[config.mk]
export PLATFORM = sky130hd
export DESIGN_NAME = fpx_adder
export DESIGN_NICKNAME = d
export VERILOG_FILES = /design/src/rtl/fpx_pkg.sv /design/src/rtl/fpx_align.sv /design/src/rtl/fpx_combine.sv /design/src/rtl/fpx_normalize.sv /design/src/rtl/fpx_adder.sv
export SDC_FILE = /design/constraint.sdc
export NUM_CORES = 2
export LEC_CHECK = 0
export CAP_MARGIN = 15
export CORE_ASPECT_RATIO = 1.2
export CORE_MARGIN = 2
export CORE_UTILIZATION = 30
export DETAILED_ROUTE_END_ITERATION = 7
export PLACE_DENSITY = 0.46
export SLEW_MARGIN = 5
export SYNTH_ARGS = -nofsm -noshare
export SYNTH_HDL_FRONTEND = slang
export SYNTH_SLANG_ARGS = --single-unit
export TNS_END_PERCENT = 5
[constraint.sdc]
create_clock -name clk -period 5.9 [get_ports clk]
set_input_delay 1.18 -clock clk [delete_from_list [all_inputs] [get_ports clk]]
set_output_delay 1.18 -clock clk [all_outputs]
set_load 0.02 [all_outputs]
[src/rtl/fpx_pkg.sv]
package fpx_pkg;

    localparam int unsigned EXP_W  = 15;
    localparam int unsigned MAN_W  = 64;
    localparam int unsigned WORD_W = 1 + EXP_W + MAN_W;
    localparam int unsigned LZ_W   = $clog2(MAN_W) + 1;

    localparam logic [EXP_W-1:0] EXP_ALL1   = '1;
    localparam logic [EXP_W-1:0] EXP_TOPFIN = EXP_ALL1 - EXP_W'(1);
    localparam logic [MAN_W-1:0] MAN_LEAD   = {1'b1, {(MAN_W-1){1'b0}}};

    typedef struct packed {
        logic             sgn;
        logic [EXP_W-1:0] exp;
        logic [MAN_W-1:0] man;
    } fpx_t;

    typedef struct packed {
        logic             sa;
        logic             sb;
        logic [EXP_W-1:0] emax;
        logic [MAN_W-1:0] ma;
        logic [MAN_W-1:0] mb;
        logic             den;
    } fpx_aligned_t;

    typedef struct packed {
        logic             sgn;
        logic [EXP_W-1:0] exp;
        logic [MAN_W-1:0] man;
        logic             renorm;
        logic             ovf;
        logic             den;
    } fpx_comb_t;

    typedef enum logic [2:0] {
        ST_IDLE    = 3'd0,
        ST_ALIGN   = 3'd1,
        ST_COMBINE = 3'd2,
        ST_NORM    = 3'd3,
        ST_DONE    = 3'd4
    } fpx_state_e;

endpackage

[src/rtl/fpx_align.sv]
module fpx_align
    import fpx_pkg::*;
(
    input  fpx_t         a_i,
    input  fpx_t         b_i,
    input  logic         sub_i,
    output fpx_aligned_t al_o
);

    localparam logic [EXP_W-1:0] SHIFT_LIMIT = EXP_W'(MAN_W);

    logic             a_big;
    logic [EXP_W-1:0] diff;

    function automatic logic [MAN_W-1:0] trunc_shr(input logic [MAN_W-1:0] m,
                                                   input logic [EXP_W-1:0] d);
        if (d >= SHIFT_LIMIT) begin
            return '0;
        end
        return m >> d;
    endfunction

    always_comb begin
        a_big      = (a_i.exp >= b_i.exp);
        diff       = a_big ? (a_i.exp - b_i.exp) : (b_i.exp - a_i.exp);
        al_o.sa    = a_i.sgn;
        al_o.sb    = b_i.sgn ^ sub_i;
        al_o.emax  = a_big ? a_i.exp : b_i.exp;
        al_o.ma    = a_big ? a_i.man : trunc_shr(a_i.man, diff);
        al_o.mb    = a_big ? trunc_shr(b_i.man, diff) : b_i.man;
        al_o.den   = ~a_i.man[MAN_W-1] | ~b_i.man[MAN_W-1];
    end

endmodule

[src/rtl/fpx_combine.sv]
module fpx_combine
    import fpx_pkg::*;
(
    input  fpx_aligned_t al_i,
    output fpx_comb_t    cb_o
);

    logic [MAN_W:0] sum;
    logic           sgn;

    always_comb begin
        if (al_i.sa == al_i.sb) begin
            sum = {1'b0, al_i.ma} + {1'b0, al_i.mb};
            sgn = al_i.sa;
        end else if (al_i.ma > al_i.mb) begin
            sum = {1'b0, al_i.ma - al_i.mb};
            sgn = al_i.sa;
        end else if (al_i.ma < al_i.mb) begin
            sum = {1'b0, al_i.mb - al_i.ma};
            sgn = al_i.sb;
        end else begin
            sum = '0;
            sgn = 1'b0;
        end
    end

    always_comb begin
        cb_o.sgn = sgn;
        cb_o.den = al_i.den;
        if (sum[MAN_W]) begin
            cb_o.renorm = 1'b0;
            if (al_i.emax >= EXP_TOPFIN) begin
                cb_o.exp = EXP_ALL1;
                cb_o.man = MAN_LEAD;
                cb_o.ovf = 1'b1;
            end else begin
                cb_o.exp = al_i.emax + EXP_W'(1);
                cb_o.man = sum[MAN_W:1];
                cb_o.ovf = 1'b0;
            end
        end else begin
            cb_o.renorm = 1'b1;
            cb_o.exp    = al_i.emax;
            cb_o.man    = sum[MAN_W-1:0];
            cb_o.ovf    = 1'b0;
        end
    end

endmodule

[src/rtl/fpx_normalize.sv]
module fpx_normalize
    import fpx_pkg::*;
(
    input  fpx_comb_t cb_i,
    output fpx_t      res_o
);

    logic [LZ_W-1:0]  lz;
    logic [EXP_W-1:0] lz_e;

    always_comb begin
        lz = LZ_W'(MAN_W);
        for (int i = 0; i < MAN_W; i++) begin
            if (cb_i.man[i]) begin
                lz = LZ_W'(MAN_W - 1 - i);
            end
        end
        lz_e = EXP_W'(lz);
    end

    always_comb begin
        res_o.sgn = cb_i.sgn;
        if (!cb_i.renorm) begin
            res_o.exp = cb_i.exp;
            res_o.man = cb_i.man;
        end else if (cb_i.man == '0) begin
            res_o.exp = '0;
            res_o.man = '0;
        end else if (lz_e <= cb_i.exp) begin
            res_o.exp = cb_i.exp - lz_e;
            res_o.man = cb_i.man << lz;
        end else begin
            res_o.exp = '0;
            res_o.man = cb_i.man << cb_i.exp;
        end
    end

endmodule

[src/rtl/fpx_adder.sv]
module fpx_adder
    import fpx_pkg::*;
(
    input  logic              clk,
    input  logic              rst_n,
    input  logic              in_valid,
    output logic              in_ready,
    input  logic [WORD_W-1:0] op_a,
    input  logic [WORD_W-1:0] op_b,
    input  logic              op_sub,
    output logic              out_valid,
    output logic [WORD_W-1:0] out_result,
    output logic              out_denormal,
    output logic              out_overflow
);

    fpx_state_e   state_q;
    fpx_state_e   state_d;
    fpx_t         a_q;
    fpx_t         b_q;
    logic         sub_q;
    fpx_aligned_t al_d;
    fpx_aligned_t al_q;
    fpx_comb_t    cb_d;
    fpx_comb_t    cb_q;
    fpx_t         res_d;
    fpx_t         res_q;
    logic         den_q;
    logic         ovf_q;
    logic         accept;

    assign accept = in_valid && (state_q == ST_IDLE);

    fpx_align u_align (
        .a_i   (a_q),
        .b_i   (b_q),
        .sub_i (sub_q),
        .al_o  (al_d)
    );

    fpx_combine u_combine (
        .al_i (al_q),
        .cb_o (cb_d)
    );

    fpx_normalize u_normalize (
        .cb_i  (cb_q),
        .res_o (res_d)
    );

    always_ff @(posedge clk or negedge rst_n) begin
        if (!rst_n) begin
            state_q <= ST_IDLE;
        end else begin
            state_q <= state_d;
        end
    end

    always_comb begin
        state_d = state_q;
        unique case (state_q)
            ST_IDLE:    if (accept) state_d = ST_ALIGN;
            ST_ALIGN:   state_d = ST_COMBINE;
            ST_COMBINE: state_d = ST_NORM;
            ST_NORM:    state_d = ST_DONE;
            ST_DONE:    state_d = ST_IDLE;
            default:    state_d = ST_IDLE;
        endcase
    end

    always_comb begin
        in_ready  = 1'b0;
        out_valid = 1'b0;
        unique case (state_q)
            ST_IDLE:    in_ready  = 1'b1;
            ST_DONE:    out_valid = 1'b1;
            default:    ;
        endcase
    end

    always_ff @(posedge clk or negedge rst_n) begin
        if (!rst_n) begin
            a_q   <= '0;
            b_q   <= '0;
            sub_q <= 1'b0;
            al_q  <= '0;
            cb_q  <= '0;
            res_q <= '0;
            den_q <= 1'b0;
            ovf_q <= 1'b0;
        end else begin
            case (state_q)
                ST_IDLE: begin
                    if (accept) begin
                        a_q   <= op_a;
                        b_q   <= op_b;
                        sub_q <= op_sub;
                    end
                end
                ST_ALIGN:   al_q <= al_d;
                ST_COMBINE: cb_q <= cb_d;
                ST_NORM: begin
                    res_q <= res_d;
                    den_q <= cb_q.den;
                    ovf_q <= cb_q.ovf;
                end
                default: ;
            endcase
        end
    end

    assign out_result   = res_q;
    assign out_denormal = den_q;
    assign out_overflow = ovf_q;

endmodule

==> results.json <==
{
  "outcome": "finished with violations",
  "violations": "max-slew violations",
  "slowest_stage": "a221oi_1",
  "gp_congestion": 1.031,
  "synth_fp_nets": 6241,
  "cts_buffer_depth": 3,
  "drtPass1Iterations": 8,
  "vias": 50720,
  "ys_ff_latch": 475,
  "antenna_found_initial": 7,
  "cp_slowest_stage_delay_ns": 1.28,
  "seq_area_frac_synth": 0.2491,
  "drt_iter0_drc": 4943,
  "wl_per_cell_microns": 31.59,
  "die_h_microns": 440.9,
  "syn_area_per_cell_sq_um": 8.174,
  "drc_errors": 0,
  "grt_max_degree": 107,
  "layout_commonest_cell": "buf_4",
  "numPortBuffers": 247,
  "synth_edf_count": 0,
  "final_nets": 6799,
  "coreArea_sq_mm": 0.1582,
  "initial_core_util": 0.3018,
  "setup_viol": 0,
  "drt-vias-per-instance": 5.930,
  "cts_tree": "built",
  "worstMarginPinSlew_ns": 1.550,
  "grt_use_total": 0.3242,
  "synth_ff_type": "dfrtp_1",
  "clk_transition_reported_paths_ns": 0.06,
  "fin_crit_ns": 5.766,
  "cp_cell_sequence": "inv_1 -> ha_1 -> nand4_4 -> a211o_1 -> o211a_2 -> o31ai_4 -> buf_4 -> mux2i_1 -> xor2_4 -> nor2_1 -> a221oi_1 -> nor2_1 -> a211oi_1 -> a21oi_1",
  "clock_tree.root_cell": "clkbuf_16",
  "cts_buffers": 59,
  "hold_viol_final": 0,
  "ios": 248,
  "synth_warnings": 0,
  "finalCritPeriodShare": 0.9773,
  "grt_pass1_wl_microns": 383200,
  "crit_path_frequent_cell": "nor2_1",
  "insertion_delay_ns": 0.73,
  "drive_gt1_frac": 0.1865,
  "area_delta_synth_final_pct": 23.40,
  "yosysUniqueCellTypes": 113,
  "worstSetupStartpointType": "flop",
  "critPathMaxFanout": 10,
  "wl_microns": 270200,
  "ant_nets": 0,
  "synthCells": 5839,
  "arrival_ns": 6.35,
  "dp_hpwl_microns": 218200,
  "relSlewSlack": -0.03321,
  "die_area_sq_mm": 0.1623,
  "skew_ns": 0.04657,
  "grt_pass1_vias": 50840,
  "die_x_microns": 368.1,
  "end_kind": "flop",
  "rows": 160,
  "drv_cap": 0,
  "htree_levels": 2,
  "crit_type": "reg2reg",
  "hold_ws_ns": 0.4608,
  "worst_hold_path_type": "reg2reg",
  "synthArstFlopShare": 1.000,
  "cp_data_required_time_ns": 6.48,
  "gr-total-overflow": 0,
  "max_freq_mhz": 173.4,
  "cts_sinks": 475,
  "maxSlewViolCount": 2,
  "final_cell_mix": "662 x buf_4, 572 x nand2_1, 535 x a21oi_1, 494 x nor2_1, 475 x dfrtp_1",
  "syn_area_sq_mm": 0.04773
}
==> area by class of cell <==
class	instances	area (sq um)
flip-flops and latches	475	11890
clock buffers	76	1580
diodes	2	5.005
inverters	280	1052
well taps	2106	2635
clock inverters	33	366.6
multi-input cells	4624	32950
fillers	16620	99260
repair buffers	957	8413
==> Yosys cell counts (102+ instances only) <==
| cell | instances | share of area |
|---|---|---|
| a221oi_1 | 122 | 0.022 |
| clkbuf_1 | 281 | 0.022 |
| a31oi_1 | 108 | 0.014 |
| a21oi_1 | 538 | 0.056 |
| nand3_1 | 107 | 0.011 |
| o21ai_0 | 303 | 0.032 |
| inv_1 | 277 | 0.022 |
| nand2_1 | 574 | 0.045 |
| mux2i_1 | 419 | 0.088 |
| nor3_1 | 102 | 0.011 |
| nor2_1 | 496 | 0.039 |
| dfrtp_1 | 475 | 0.25 |
| ha_1 | 232 | 0.061 |
| mux2_2 | 179 | 0.042 |
==> flip-flops by register name (all words and copies together) (netlist names) <==
signal / count
a_q: 80
al_q: 146
b_q: 80
cb_q: 83
out_denormal: 1
out_overflow: 1
out_result: 80
state_q: 3
sub_q: 1
==> per-stage QoR <==
| stage | cells | worst slack (ns) | setup TNS [ns] | utilization | area, sq um |
|---|---|---|---|---|---|
| after global placement | 8437 | -0.2872 | -3.148 | 0.3591 | 56790 |
| after detailed placement | 8437 | -0.3159 | -3.421 | 0.3591 | 56790 |
| after global routing | 8551 | -0.01108 | -0.01654 | 0.3723 | 58890 |
| after floorplan | 5839 | 0.8673 | 0 | - | 47730 |
| after CTS | 8549 | 0.02921 | 0 | 0.3717 | 58780 |
| final | 8553 | 0.1339 | 0 | 0.3724 | 58890 |
==> per-layer routing <==
layer	routed length [microns]	GRT usage	vias up	share of wire
met1	107800	0.3880	25130	0.40
met5	24	0	-	0.000089
met2	125400	0.5351	1973	0.46
met3	11940	0.03346	689	0.044
met4	25060	0.2498	4	0.093
li1	-	-	22920	-
==> critical path: cells and delay by family (launching register included) <==
family,cells,cell delay [ns]
fa+ha+maj,1,0.56
buf+inv,2,0.40
xor+xnor,1,0.50
mux,1,0.56
flops,1,0.40
compound gates,6,2.70
simple gates,3,0.50
==> final timing paths <==
path	start	endpoint	slack (ns)	depth (start not counted)
max in group asynchronous	rst_n	out_result[73]	4.21	2
worst max register to register	a_q[70]	al_q[102]	0.13	14
worst min-delay path	a_q[79]	al_q[145]	0.46	2
min in group asynchronous	rst_n	out_result[63]	0.47	1
worst min register to register	a_q[79]	al_q[145]	0.46	2
worst max-delay path	a_q[70]	al_q[102]	0.13	14
==> repair_timing <==
item | CTS | global route
pin swaps | 1 | 2
gates resized for setup | 1 | 17
setup buffers | 3 | 1
hold buffers | 0 | 0
cloned | 0 | 1
endpoints found under the setup margin | 43 | 54
==> cell families (layout without fill, tap and decap cells) <==
group,after synthesis,in the layout,synth area share
AO/OA/AOI/OAI,1969,1969,0.2765
XOR/XNOR,94,94,0.01780
adder cells (fa/ha/maj),238,238,0.06334
buffers and inverters,740,1346,0.06664
flip-flops,475,475,0.2491
multiplexers,682,682,0.1693
other,0,2,0
AND/OR/NAND/NOR,1641,1641,0.1573
Power is not shown: default switching activity piles up to over one toggle a cycle in this logic, so the estimate is an artifact.
